`config.mk`:
```
export PLATFORM = sky130hd
export DESIGN_NAME = bus_chan_selector
export DESIGN_NICKNAME = d
export VERILOG_FILES = /design/src/rtl/chansel_pkg.sv /design/src/rtl/chansel_ctrl.sv /design/src/rtl/chansel_dp.sv /design/src/rtl/bus_chan_selector.sv
export SDC_FILE = /design/constraint.sdc
export NUM_CORES = 1
export LEC_CHECK = 0
export BUFFER_PORTS_ARGS = -buffer_cell sky130_fd_sc_hd__buf_2
export CELL_PAD_IN_SITES_DETAIL_PLACEMENT = 2
export CELL_PAD_IN_SITES_GLOBAL_PLACEMENT = 2
export CORE_ASPECT_RATIO = 1.2
export CORE_UTILIZATION = 39
export CTS_CLUSTER_SIZE = 16
export DETAILED_ROUTE_END_ITERATION = 10
export PLACE_DENSITY_LB_ADDON = 0.1
export SYNTH_ARGS = -nofsm -noshare
export SYNTH_HDL_FRONTEND = slang
export SYNTH_SLANG_ARGS = --single-unit
```
`constraint.sdc`:
```
create_clock -name clk -period 2.68 [get_ports clk]
set_clock_uncertainty 0.1 [all_clocks]
set_input_delay 0.268 -clock clk [delete_from_list [all_inputs] [get_ports clk]]
set_output_delay 0.268 -clock clk [all_outputs]
set_load 0.01 [all_outputs]
```
`src/rtl/chansel_pkg.sv`:
```
package chansel_pkg;

  typedef enum logic [2:0] {
    ST_IDLE,
    ST_ADDR,
    ST_WDATA,
    ST_ACK,
    ST_TX,
    ST_MACK
  } busState_t;

  // strobes from control to datapath
  typedef struct packed {
    logic rxShift;
    logic txLoad;
    logic txShift;
    logic ackOn;
    logic sdaRelease;
    logic stage;
    logic commit;
    logic busClear;
  } dpCmd_t;

  // events and decoded status from datapath to control
  typedef struct packed {
    logic startEv;
    logic stopEv;
    logic sclRise;
    logic sclFall;
    logic sdaBit;
    logic addrHit;
    logic rwBit;
  } busEv_t;

endpackage

```
`src/rtl/chansel_ctrl.sv`:
```
module chansel_ctrl
  import chansel_pkg::*;
#(
  parameter int BYTE_BITS = 8
) (
  input  logic   clk,
  input  logic   rstN,
  input  logic   busRstN,
  input  busEv_t ev,
  output dpCmd_t cmd
);

  localparam int CNT_W = $clog2(BYTE_BITS + 1);
  localparam logic [CNT_W-1:0] LAST_CNT = CNT_W'(BYTE_BITS);

  busState_t state, stateNxt;
  logic [CNT_W-1:0] bitCnt, bitCntNxt;
  logic isRead, isReadNxt;

  always_comb begin
    cmd       = '0;
    stateNxt  = state;
    bitCntNxt = bitCnt;
    isReadNxt = isRead;
    if (!busRstN) begin
      cmd.busClear = 1'b1;
      stateNxt     = ST_IDLE;
      bitCntNxt    = '0;
      isReadNxt    = 1'b0;
    end else if (ev.startEv) begin
      cmd.sdaRelease = 1'b1;
      stateNxt       = ST_ADDR;
      bitCntNxt      = '0;
    end else if (ev.stopEv) begin
      cmd.sdaRelease = 1'b1;
      cmd.commit     = 1'b1;
      stateNxt       = ST_IDLE;
      bitCntNxt      = '0;
    end else begin
      case (state)
        ST_ADDR, ST_WDATA: begin
          if (ev.sclRise && bitCnt != LAST_CNT) begin
            cmd.rxShift = 1'b1;
            bitCntNxt   = bitCnt + 1'b1;
          end else if (ev.sclFall && bitCnt == LAST_CNT) begin
            bitCntNxt = '0;
            if (state == ST_WDATA) begin
              cmd.ackOn = 1'b1;
              cmd.stage = 1'b1;
              stateNxt  = ST_ACK;
            end else if (ev.addrHit) begin
              cmd.ackOn = 1'b1;
              isReadNxt = ev.rwBit;
              stateNxt  = ST_ACK;
            end else begin
              stateNxt = ST_IDLE;
            end
          end
        end
        ST_ACK: begin
          if (ev.sclFall) begin
            bitCntNxt = '0;
            if (isRead) begin
              cmd.txLoad = 1'b1;
              stateNxt   = ST_TX;
            end else begin
              cmd.sdaRelease = 1'b1;
              stateNxt       = ST_WDATA;
            end
          end
        end
        ST_TX: begin
          if (ev.sclRise) begin
            bitCntNxt = bitCnt + 1'b1;
          end else if (ev.sclFall) begin
            if (bitCnt == LAST_CNT) begin
              cmd.sdaRelease = 1'b1;
              stateNxt       = ST_MACK;
            end else begin
              cmd.txShift = 1'b1;
            end
          end
        end
        ST_MACK: begin
          if (ev.sclRise && ev.sdaBit) begin
            stateNxt = ST_IDLE;
          end else if (ev.sclFall) begin
            cmd.txLoad = 1'b1;
            bitCntNxt  = '0;
            stateNxt   = ST_TX;
          end
        end
        default: stateNxt = ST_IDLE;
      endcase
    end
  end

  always_ff @(posedge clk or negedge rstN) begin
    if (!rstN) begin
      state  <= ST_IDLE;
      bitCnt <= '0;
      isRead <= 1'b0;
    end else begin
      state  <= stateNxt;
      bitCnt <= bitCntNxt;
      isRead <= isReadNxt;
    end
  end

endmodule

```
`src/rtl/chansel_dp.sv`:
```
module chansel_dp
  import chansel_pkg::*;
#(
  parameter int              NUM_CH      = 2,
  parameter int              PIN_W       = 2,
  parameter int              PREFIX_W    = 5,
  parameter logic [PREFIX_W-1:0] ADDR_PREFIX = 5'b11100,
  parameter int              SYNC_STAGES = 2
) (
  input  logic              clk,
  input  logic              rstN,
  input  logic              sclIn,
  input  logic              sdaIn,
  input  logic [PIN_W-1:0]  addrPins,
  input  logic [NUM_CH-1:0] intN,
  input  dpCmd_t            cmd,
  output busEv_t            ev,
  output logic              sdaOe,
  output logic              intOutN,
  output logic [NUM_CH-1:0] chanEn
);

  localparam int BYTE_W = 8;
  localparam int ADDR_W = PREFIX_W + PIN_W;
  localparam int PAD_W  = BYTE_W - NUM_CH;

  logic [SYNC_STAGES-1:0] sclSync, sdaSync;
  logic sclS, sdaS, sclPrev, sdaPrev;
  logic [BYTE_W-1:0] rxByte, txByte, readVal;
  logic [NUM_CH-1:0] ctrlReg, pendReg;
  logic pendValid;

  // bus line synchronisers
  always_ff @(posedge clk or negedge rstN) begin
    if (!rstN) begin
      sclSync <= '1;
      sdaSync <= '1;
      sclPrev <= 1'b1;
      sdaPrev <= 1'b1;
    end else begin
      sclSync <= {sclSync[SYNC_STAGES-2:0], sclIn};
      sdaSync <= {sdaSync[SYNC_STAGES-2:0], sdaIn};
      sclPrev <= sclS;
      sdaPrev <= sdaS;
    end
  end

  assign sclS = sclSync[SYNC_STAGES-1];
  assign sdaS = sdaSync[SYNC_STAGES-1];

  assign ev.startEv = sclS && sclPrev && sdaPrev && !sdaS;
  assign ev.stopEv  = sclS && sclPrev && !sdaPrev && sdaS;
  assign ev.sclRise = sclS && !sclPrev;
  assign ev.sclFall = !sclS && sclPrev;
  assign ev.sdaBit  = sdaS;
  assign ev.addrHit = (rxByte[BYTE_W-1:1] == ADDR_W'({ADDR_PREFIX, addrPins}));
  assign ev.rwBit   = rxByte[0];

  assign readVal = {{PAD_W{1'b0}}, ctrlReg};

  // shift registers and open-drain driver
  always_ff @(posedge clk or negedge rstN) begin
    if (!rstN) begin
      rxByte <= '0;
      txByte <= '0;
      sdaOe  <= 1'b0;
    end else begin
      if (cmd.rxShift) rxByte <= {rxByte[BYTE_W-2:0], sdaS};
      if (cmd.txLoad) txByte <= readVal;
      else if (cmd.txShift) txByte <= {txByte[BYTE_W-2:0], 1'b1};
      if (cmd.busClear || cmd.sdaRelease) sdaOe <= 1'b0;
      else if (cmd.txLoad) sdaOe <= !readVal[BYTE_W-1];
      else if (cmd.txShift) sdaOe <= !txByte[BYTE_W-2];
      else if (cmd.ackOn) sdaOe <= 1'b1;
    end
  end

  // staged and applied selection
  always_ff @(posedge clk or negedge rstN) begin
    if (!rstN) begin
      ctrlReg   <= '0;
      pendReg   <= '0;
      pendValid <= 1'b0;
    end else if (cmd.busClear) begin
      ctrlReg   <= '0;
      pendReg   <= '0;
      pendValid <= 1'b0;
    end else begin
      if (cmd.stage) begin
        pendReg   <= rxByte[NUM_CH-1:0];
        pendValid <= 1'b1;
      end else if (cmd.commit) begin
        if (pendValid) ctrlReg <= pendReg;
        pendValid <= 1'b0;
      end
    end
  end

  for (genvar ch = 0; ch < NUM_CH; ch++) begin : g_chan
    assign chanEn[ch] = ctrlReg[ch];
  end

  assign intOutN = &intN;

endmodule

```
`src/rtl/bus_chan_selector.sv`:
```
module bus_chan_selector
  import chansel_pkg::*;
#(
  parameter int                  NUM_CH      = 2,
  parameter int                  PIN_W       = 2,
  parameter int                  PREFIX_W    = 5,
  parameter logic [PREFIX_W-1:0] ADDR_PREFIX = 5'b11100
) (
  input  logic              clk,
  input  logic              rstN,
  input  logic              busRstN,
  input  logic              sclIn,
  input  logic              sdaIn,
  output logic              sdaOe,
  input  logic [PIN_W-1:0]  addrPins,
  input  logic [NUM_CH-1:0] intN,
  output logic              intOutN,
  output logic [NUM_CH-1:0] chanEn
);

  dpCmd_t cmd;
  busEv_t ev;

  chansel_ctrl #(.BYTE_BITS(8)) u_ctrl (
    .clk    (clk),
    .rstN   (rstN),
    .busRstN(busRstN),
    .ev     (ev),
    .cmd    (cmd)
  );

  chansel_dp #(
    .NUM_CH     (NUM_CH),
    .PIN_W      (PIN_W),
    .PREFIX_W   (PREFIX_W),
    .ADDR_PREFIX(ADDR_PREFIX),
    .SYNC_STAGES(2)
  ) u_dp (
    .clk     (clk),
    .rstN    (rstN),
    .sclIn   (sclIn),
    .sdaIn   (sdaIn),
    .addrPins(addrPins),
    .intN    (intN),
    .cmd     (cmd),
    .ev      (ev),
    .sdaOe   (sdaOe),
    .intOutN (intOutN),
    .chanEn  (chanEn)
  );

endmodule

```
# [Word level (Yosys, flattened, before mapping)]
# Cells that the tools add are included.
# Widths: inputs -> output; s select.
[classes] n_mux=82 addsub=1 n_reduce_logical=24 eq_ne=31
[ops] op="$mux 1" n=44
[ops] op="$mux 4" n=10
[ops] op="$mux 3" n=12
[ops] op="$ne 5x4->1 const B" n=5
[ops] op="$mux 7" n=3
[ops] op="$mux 2" n=9
[ops] op="$pmux 4 s4" n=1
[ops] op="$ne 5x5->1 const B" n=3
[ops] op="$reduce_and 7->1" n=2
[ops] op="$ne 2x1->1 const B" n=6
[ops] op="$ne 6x4->1 const B" n=2
[ops] op="$pmux 3 s4" n=1
[ops] op="$logic_and 1x1->1" n=10
[ops] op="$ne 2x2->1 const B" n=5
[ops] op="$eq 7x7->1" n=1
[ops] op="$ne 7x1->1 const B" n=1
[ops] op="$eq 3x2->1 const B" n=2
[ops] op="$eq 3x3->1 const B" n=2
[ops] op="$logic_not 1->1" n=5
[ops] op="$add 4x1->4 const B" n=1
[ops] op="$eq 4x4->1 const B" n=1
[ops] op="$ne 4x4->1 const B" n=1
[ops] op="$pmux 1 s2" n=2
[ops] op="$reduce_and 4->1" n=1
[ops] op="other kinds (8)" n=8
[word_totals] out_inout_bits=4 register_bits=35 word_cells=151

# [Logic depth before layout (Yosys ltp)]
# Gate-level depths: netlist of run 1.
[logic_depth] word_depth=13 depth_mapped=7 ltp_nobuf=7

# [Modules after synthesis]
# Synthesis of run 1 repeated with hierarchy kept, for this count alone.
[unflattened] cells_unflattened=180 hier_area_um2=1910.6
[by_module_without_submodules] mod="chansel_dp" area_per_inst_um2=1101.1 cells_each=83 seq_area_each_um2=683.2 instances=1
[by_module_without_submodules] mod="chansel_ctrl" area_per_inst_um2=809.5 cells_each=97 seq_area_each_um2=200.2 instances=1

# [Worst setup path after synthesis of run 1]
# No wires, ideal clock.
[synth_path] kind="flip-flop to flip-flop" start="reg u_dp.sdaSync[1]" end="reg u_dp.rxByte[0]" setup_slack_ns=0.683 stages_incl_launch_ff=6 arrival_ns=1.772 required_ns=2.455 path_cell_list="dfstp_2 -> xnor2_2 -> o21ai_2 -> or4_1 -> buf_6 -> mux2_4"
[synth_via] elab_chain_cells=4 elab_cells_between_ends=6 classes_between="3 x mux; 3 x reduce/logical"
[synth_rtl] item="start, declared" line_no="chansel_dp.sv:27" source="logic [SYNC_STAGES-1:0] sclSync, sdaSync;"
[synth_rtl] item="start signal, assigned" line_no="chansel_dp.sv:42" source="sdaSync <= {sdaSync[SYNC_STAGES-2:0], sdaIn};"
[synth_rtl] item="$logic_and 1x1->1 or $logic_not 1->1 (tied branches)" line_no="chansel_dp.sv:52, chansel_dp.sv:51"
[synth_rtl] item="$mux 4 or $logic_and 1x1->1 (tied branches)" line_no="chansel_ctrl.sv:34, chansel_dp.sv:51"
[synth_rtl] item="$mux 4" line_no="chansel_ctrl.sv:30" source="end else if (ev.startEv) begin"
[synth_rtl] item="$mux 7" line_no="chansel_ctrl.sv:25" source="if (!busRstN) begin"
[synth_rtl] item="end signal, assigned" line_no="chansel_dp.sv:68" source="if (cmd.rxShift) rxByte <= {rxByte[BYTE_W-2:0], sdaS};"
[synth_rtl] item="end, declared" line_no="chansel_dp.sv:29" source="logic [BYTE_W-1:0] rxByte, txByte, readVal;"
# Several ways; a longest one is shown, not always the timed one.
# A chain may end at the register's enable or synchronous reset.

# [Worst setup path after layout of run 1]
[layout_path] start="reg u_ctrl.bitCnt[0]" end="reg u_dp.rxByte[3]"
[layout_via] elab_chain_cells=7
[layout_rtl] item="start, declared" line_no="chansel_ctrl.sv:17" source="logic [CNT_W-1:0] bitCnt, bitCntNxt;"
[layout_rtl] item="start signal, assigned" line_no="chansel_ctrl.sv:105" source="bitCnt <= bitCntNxt;"
[layout_rtl] item="$ne 4x4->1" line_no="chansel_ctrl.sv:42" source="if (ev.sclRise && bitCnt != LAST_CNT) begin"
[layout_rtl] item="$logic_and 1x1->1" line_no="chansel_ctrl.sv:42"
[layout_rtl] item="$mux 1" line_no="chansel_ctrl.sv:42"
[layout_rtl] item="$mux 1" line_no="chansel_ctrl.sv:40" source="case (state)"
[layout_rtl] item="$mux 4" line_no="chansel_ctrl.sv:34" source="end else if (ev.stopEv) begin"
[layout_rtl] item="$mux 4" line_no="chansel_ctrl.sv:30"
[layout_rtl] item="$mux 7" line_no="chansel_ctrl.sv:25"
# No other way between the ends.

==> results.yml, run 1 <==
global_route:
  grt_max_degree: 36
  grt_pass1_vias: 1584
  grt_usage: 0.2132
  overflow: 0
  grt_first_pass_wirelength_um: 7907
  antenna_found_initial: 0
synthesis:
  async_flop_share: 1.000
  synth_mux_area_frac: 0.1255
  synth-edff-count: 0
  yosysWarnings: 0
  syn-num-nets: 182
  ys_types: 51
  yosys.area.top_type: "dfrtp_1"
  synthTopCellsByArea: "dfrtp_1 39%, dfstp_2 8.5%, mux2_4 6.5%"
  synth_compound_area_frac: 0.1506
  ys.flop_type: "dfrtp_1"
  synth_area_sq_um: 1844
  ys_seq_area_frac: 0.4790
  ys_ff_latch: 35
  synth-simple-area-share: 0.1757
  synth_xor_area_frac: 0.02307
  synthCells: 171
  synth.avg_cell_area_sq_um: 10.79
  synthAdderAreaFrac: 0.01357
  yosys-top-cells-count: "29 x dfrtp_1, 15 x nor2_1, 12 x nand2_1"
  synth_top_family_by_area: "simple AND/OR/NAND/NOR gates"
  synth_top_cell_area_share: 0.3935
  yosys.cell_count.top_type: "dfrtp_1"
setup_path:
  required_ns: 2.75
  worst_r2r_endpoint: "u_dp.rxByte[3]"
  criticalPathCategory: "flop to flop"
  start_kind: "flop"
  critPathCaptureType: "flop"
  ff2ff_path_depth: 6
  reg2reg_slack_ns: 0.33
  path_max_fanout: 8
  rr_startpoint: "u_ctrl.bitCnt[0]"
  cp.arrival_ns: 2.42
timing:
  setup_tns_ns: 0
  fin_crit_ns: 2.353
  finalCritPeriodShare: 0.8778
  worst_pin_slew_ns: 0.7714
  maxSlewHeadroom: 0.4858
  setup_violations: 0
  fmax_ghz: 0.4251
  rsz0062_at_grt: "no"
  drv_slew: 0
  hold_viol_final: 0
worst_hold_path:
  hp-start: "u_dp.sdaSync[0]"
  worst_hold_path.num_cells: 0
  holdCritPathClass: "flop to flop"
  hold_path_end: "u_dp.sdaSync[1]"
layout:
  area_growth_pct: 13.23
  num-fill-cells: 497
  stdcell_count: 248
  multi_input_area_sq_um: 900.9
  n_antenna_cell: 0
  nets: 200
  drive_gt1_frac: 0.2105
  register_area_sq_um: 883.3
clocking:
  holdBufCountCts: 3
  clkTransAtPathRegs_ns: 0.07
  clock-sinks: 35
  insertion_delay_ns: 0.29
  cts.htree.levels: 2
  post_cts_buffers: 0
  cts_resized: 0
  cts_root_buffer: "clkbuf_8"
  numCtsBuffers: 5
  cts_tree: "yes"
  clockBufferDepth: 2
placed_design:
  placed_cells: 237
  routabilityCongestion: 0.8691
  dp_hpwl_um: 3409
  port_buffers: 12
floorplan:
  rows: 27
  dieArea_sq_um: 5009
  fp.dieH_um: 77.33
  die_w_um: 64.78
  ios: 13
  core_area_sq_um: 4561
  start_util: 0.4044
job:
  drv_cap: 0
routing:
  first_pass_iters: 4
  viasPerCell: 5.641
  vias: 1399
  drc: 0
  drt_wl_total_um: 4685
  ant_nets: 0
  drtIter0Drc: 34
  wl_per_cell_um: 18.89
run_status:
  status: "completed"
power:
  p_leak_nw: 0.9635
  cellPowerDensity_nw_per_um2: 594.4
  irDropWorstVdd_mv: 0.3699
power breakdown:
group | leakage (nW) | total, mW | internal, mW | switching [mW]
registers | 0.464 | 0.627 | 0.570 | 0.0571
clock network | 0.0515 | 0.420 | 0.235 | 0.185
logic | 0.448 | 0.195 | 0.0878 | 0.107
cells in the final DEF (no fill, tap or decap), drive strengths merged, types with 2 or more instances in the layout:
master,count
dfrtp,29
nor2,15
buf,14
nand2,12
mux2i,10
o21ai,10
mux2,9
clkbuf,8
inv,7
a21oi,7
dfstp,6
nor2b,5
nand3,4
nand3b,3
nand2b,3
a211oi,3
o211ai,3
dlygate4sd3,3
nor3,3
and2,2
and3b,2
nor3b,2
xor2,2
o22ai,2
a31oi,2
a2bb2oi,2
ha,2
xnor2,2
a21boi,2
a2111oi,2
registers in the layout (all words and copies together) (netlist names):
signal	count
u_dp.pendReg	2
u_dp.pendValid	1
u_ctrl.isRead	1
u_dp.sdaSync	2
u_dp.txByte	7
u_dp.sdaPrev	1
u_dp.rxByte	8
u_dp.chanEn	2
u_dp.sclSync	2
u_ctrl.bitCnt	4
u_dp.sclPrev	1
u_dp.sdaOe	1
u_ctrl.state	3
logic make-up (layout without fill, tap and decap cells):
| group | count (synthesis) | after routing |
|---|---|---|
| and+or+nand+nor | 58 | 58 |
| AOI/OAI and AO/OA | 40 | 40 |
| DFF | 35 | 35 |
| muxes | 19 | 19 |
| buffers and inverters | 13 | 32 |
| xor gates and xnor gates | 4 | 4 |
| adders and majority gates | 2 | 2 |
routing by layer:
metal,track usage,vias to the layer above,routed length [um]
met2,0.3781,18,2577
met5,0,-,0
met3,0.05000,7,113
li1,-,654,-
met4,0.06667,0,72
met1,0.2486,720,1921
critical path, stage by stage, from the launching register on:
cell      delay, ns
dfrtp_1        0.37
inv_1          0.08
ha_1           0.21
nand3b_1       0.23
nand2_1        0.18
or4_1          0.68
mux2_4         0.38
area by class of cell:
type / count / area share
clock buffer: 8 / 0.04793
inverter: 7 / 0.01258
multi-input combinational: 123 / 0.4314
sequential: 35 / 0.4230
tap: 58 / 0.03475
timing repair buffer: 17 / 0.05033
how the worst max path moves through the flow:
stage / from / end / cells past startpoint
final: u_ctrl.bitCnt[0] / u_dp.rxByte[3] / 6
after global routing: u_ctrl.bitCnt[0] / u_ctrl.bitCnt[0] / 7
after CTS: u_dp.sclSync[1] / u_dp.rxByte[3] / 4
after floorplan: u_dp.sdaSync[1] / u_dp.rxByte[0] / 5
after global placement: u_ctrl.bitCnt[0] / u_dp.rxByte[1] / 6
after detailed placement: u_dp.sclSync[1] / u_dp.rxByte[7] / 4
metrics by stage:
step / hold WS, ns / setup slack, ns / cell area, sq um / total power [mW] / utilization
3_5_place_dp: 0.2498 / 0.3591 / 1958 / 0.8292 / 0.4294
4_1_cts: 0.2609 / 0.3067 / 2088 / 1.260 / 0.4579
6_report: 0.2601 / 0.3275 / 2088 / 1.241 / 0.4579
3_3_place_gp: 0.2472 / 0.4287 / 1958 / 0.8094 / 0.4294
2_1_floorplan: -0.1276 / 0.6834 / 1844 / 0.7564 / -
5_1_grt: 0.2647 / 0.1644 / 2088 / 1.308 / 0.4579
Note: power is estimated with default switching activity, not from simulation.
==> run 2, diff against run 1 <==
MAX_ROUTING_LAYER = met4   (was unset)
==> run 2 against run 1 <==
Against the previous run:
- via count is 0.71% higher
- critical path depth unchanged
- hold slack lost 0.0016 ns
- die area stayed put
- sequential share of layout area unchanged
- final cell count unchanged
- flip-flop and latch count is the same
- count of clock-buffer cells in the layout unchanged
==> results.yml, run 2 (synthesis results as in run 1) <==
worst_hold_path:
  hold_path_end: "u_dp.sdaSync[1]"
  worst_hold_path.num_cells: 0
  holdCritPathClass: "flop to flop"
  hp-start: "u_dp.sdaSync[0]"
timing:
  maxSlewHeadroom: 0.4782
  hold_viol_final: 0
  drv_slew: 0
  setup_tns_ns: 0
  fin_ws_ns: 0.3163
  setup_violations: 0
  finalCritPeriodShare: 0.8820
  worst_pin_slew_ns: 0.7826
  fmax_ghz: 0.4231
  fin_crit_ns: 2.364
  rsz0062_at_grt: "no"
global_route:
  grt_pass1_vias: 1586
  overflow: 0
  grt_max_degree: 36
  grt_usage: 0.2182
  antenna_found_initial: 0
  grt_first_pass_wirelength_um: 7893
power:
  power_mw: 1.242
  irDropWorstVdd_mv: 0.3732
  p_leak_nw: 0.9635
  cellPowerDensity_nw_per_um2: 594.7
layout:
  final_util: 0.4579
  regMostFlops: "u_dp.rxByte"
  top_regs: "u_dp.rxByte (8), u_dp.txByte (7), u_ctrl.bitCnt (4)"
  multi_input_area_sq_um: 900.9
  register_area_sq_um: 883.3
  nets: 200
  n_antenna_cell: 0
  final_common_cell: "dfrtp_1"
  area_growth_pct: 13.23
  largest_reg_flops: 8
  layout_common_cells: "29 x dfrtp_1, 15 x nor2_1, 12 x nand2_1, 12 x buf_2, 10 x mux2i_1"
  drive_gt1_frac: 0.2105
  num-fill-cells: 497
placed_design:
  post-place-ws_ns: 0.3591
  port_buffers: 12
  dp_hpwl_um: 3409
  routabilityCongestion: 0.8833
clocking:
  clockBufferDepth: 2
  insertion_delay_ns: 0.29
  cts_tree: "yes"
  cts_root_buffer: "clkbuf_8"
  clock-sinks: 35
  cts_resized: 0
  holdBufCountCts: 3
  post_cts_buffers: 0
  cts.htree.levels: 2
  numCtsBuffers: 5
  clkTransAtPathRegs_ns: 0.07
routing:
  ant_nets: 0
  first_pass_iters: 4
  wl_per_cell_um: 19.02
  vias: 1409
  drtIter0Drc: 33
  viasPerCell: 5.681
  drt_wl_total_um: 4717
  drc: 0
floorplan:
  ios: 13
  start_util: 0.4044
  dieArea_sq_um: 5009
  core_area_sq_um: 4561
  fp.dieH_um: 77.33
  die_w_um: 64.78
  rows: 27
setup_path:
  crit_slowest_cell: "or4_1"
  path_max_fanout: 8
  ff2ff_path_depth: 6
  cp_top_family: "simple AND/OR/NAND/NOR gates"
  cpPeakStageDelay_ns: 0.69
  worst_r2r_endpoint: "u_dp.rxByte[3]"
  rr_startpoint: "u_ctrl.bitCnt[0]"
  path_cells: "inv_1, ha_1, nand3b_1, nand2_1, or4_1, mux2_4"
  criticalPathCategory: "flop to flop"
  reg2reg_slack_ns: 0.32
  start_kind: "flop"
  timing.critical_path.buf_inv: 1
  required_ns: 2.75
  cp.arrival_ns: 2.43
  critPathCaptureType: "flop"
job:
  drv_cap: 0
run_status:
  status: "completed"
[run 2: how the worst max path moves through the flow]
stage | from | to | slack [ns] | depth (start not counted)
after global placement | u_ctrl.bitCnt[0] | u_dp.rxByte[1] | 0.43 | 6
after floorplan | u_dp.sdaSync[1] | u_dp.rxByte[0] | 0.68 | 5
after CTS | u_dp.sclSync[1] | u_dp.rxByte[3] | 0.31 | 4
final | u_ctrl.bitCnt[0] | u_dp.rxByte[3] | 0.32 | 6
after detailed placement | u_dp.sclSync[1] | u_dp.rxByte[7] | 0.36 | 4
after global routing | u_ctrl.bitCnt[0] | u_ctrl.bitCnt[0] | 0.16 | 7
[run 2: through the flow]
stage | hold slack (ns) | std cells | cell area, sq um
3_5_place_dp | 0.2498 | 237 | 1958
5_1_grt | 0.2647 | 248 | 2088
3_3_place_gp | 0.2472 | 237 | 1958
6_report | 0.2584 | 248 | 2088
4_1_cts | 0.2609 | 248 | 2088
2_1_floorplan | -0.1276 | 171 | 1844
[run 2: layout make-up]
cell class,instances,share of cell area
Tap cell,58,0.03475
Inverter,7,0.01258
Clock buffer,8,0.04793
Multi-Input combinational cell,123,0.4314
Timing Repair Buffer,17,0.05033
Sequential cell,35,0.4230
[run 2: layer usage]
metal	wire length, um	global-route usage
met5	0	-
met4	72	0.06667
met3	117	0.04559
met2	2584	0.3781
met1	1943	0.2486
[run 2: power by group]
group          switching (mW)  leakage [nW]  internal [mW]
Clock                   0.185        0.0515          0.235
Sequential             0.0575         0.464          0.570
Combinational           0.108         0.448         0.0878
Total                   0.350         0.963          0.892
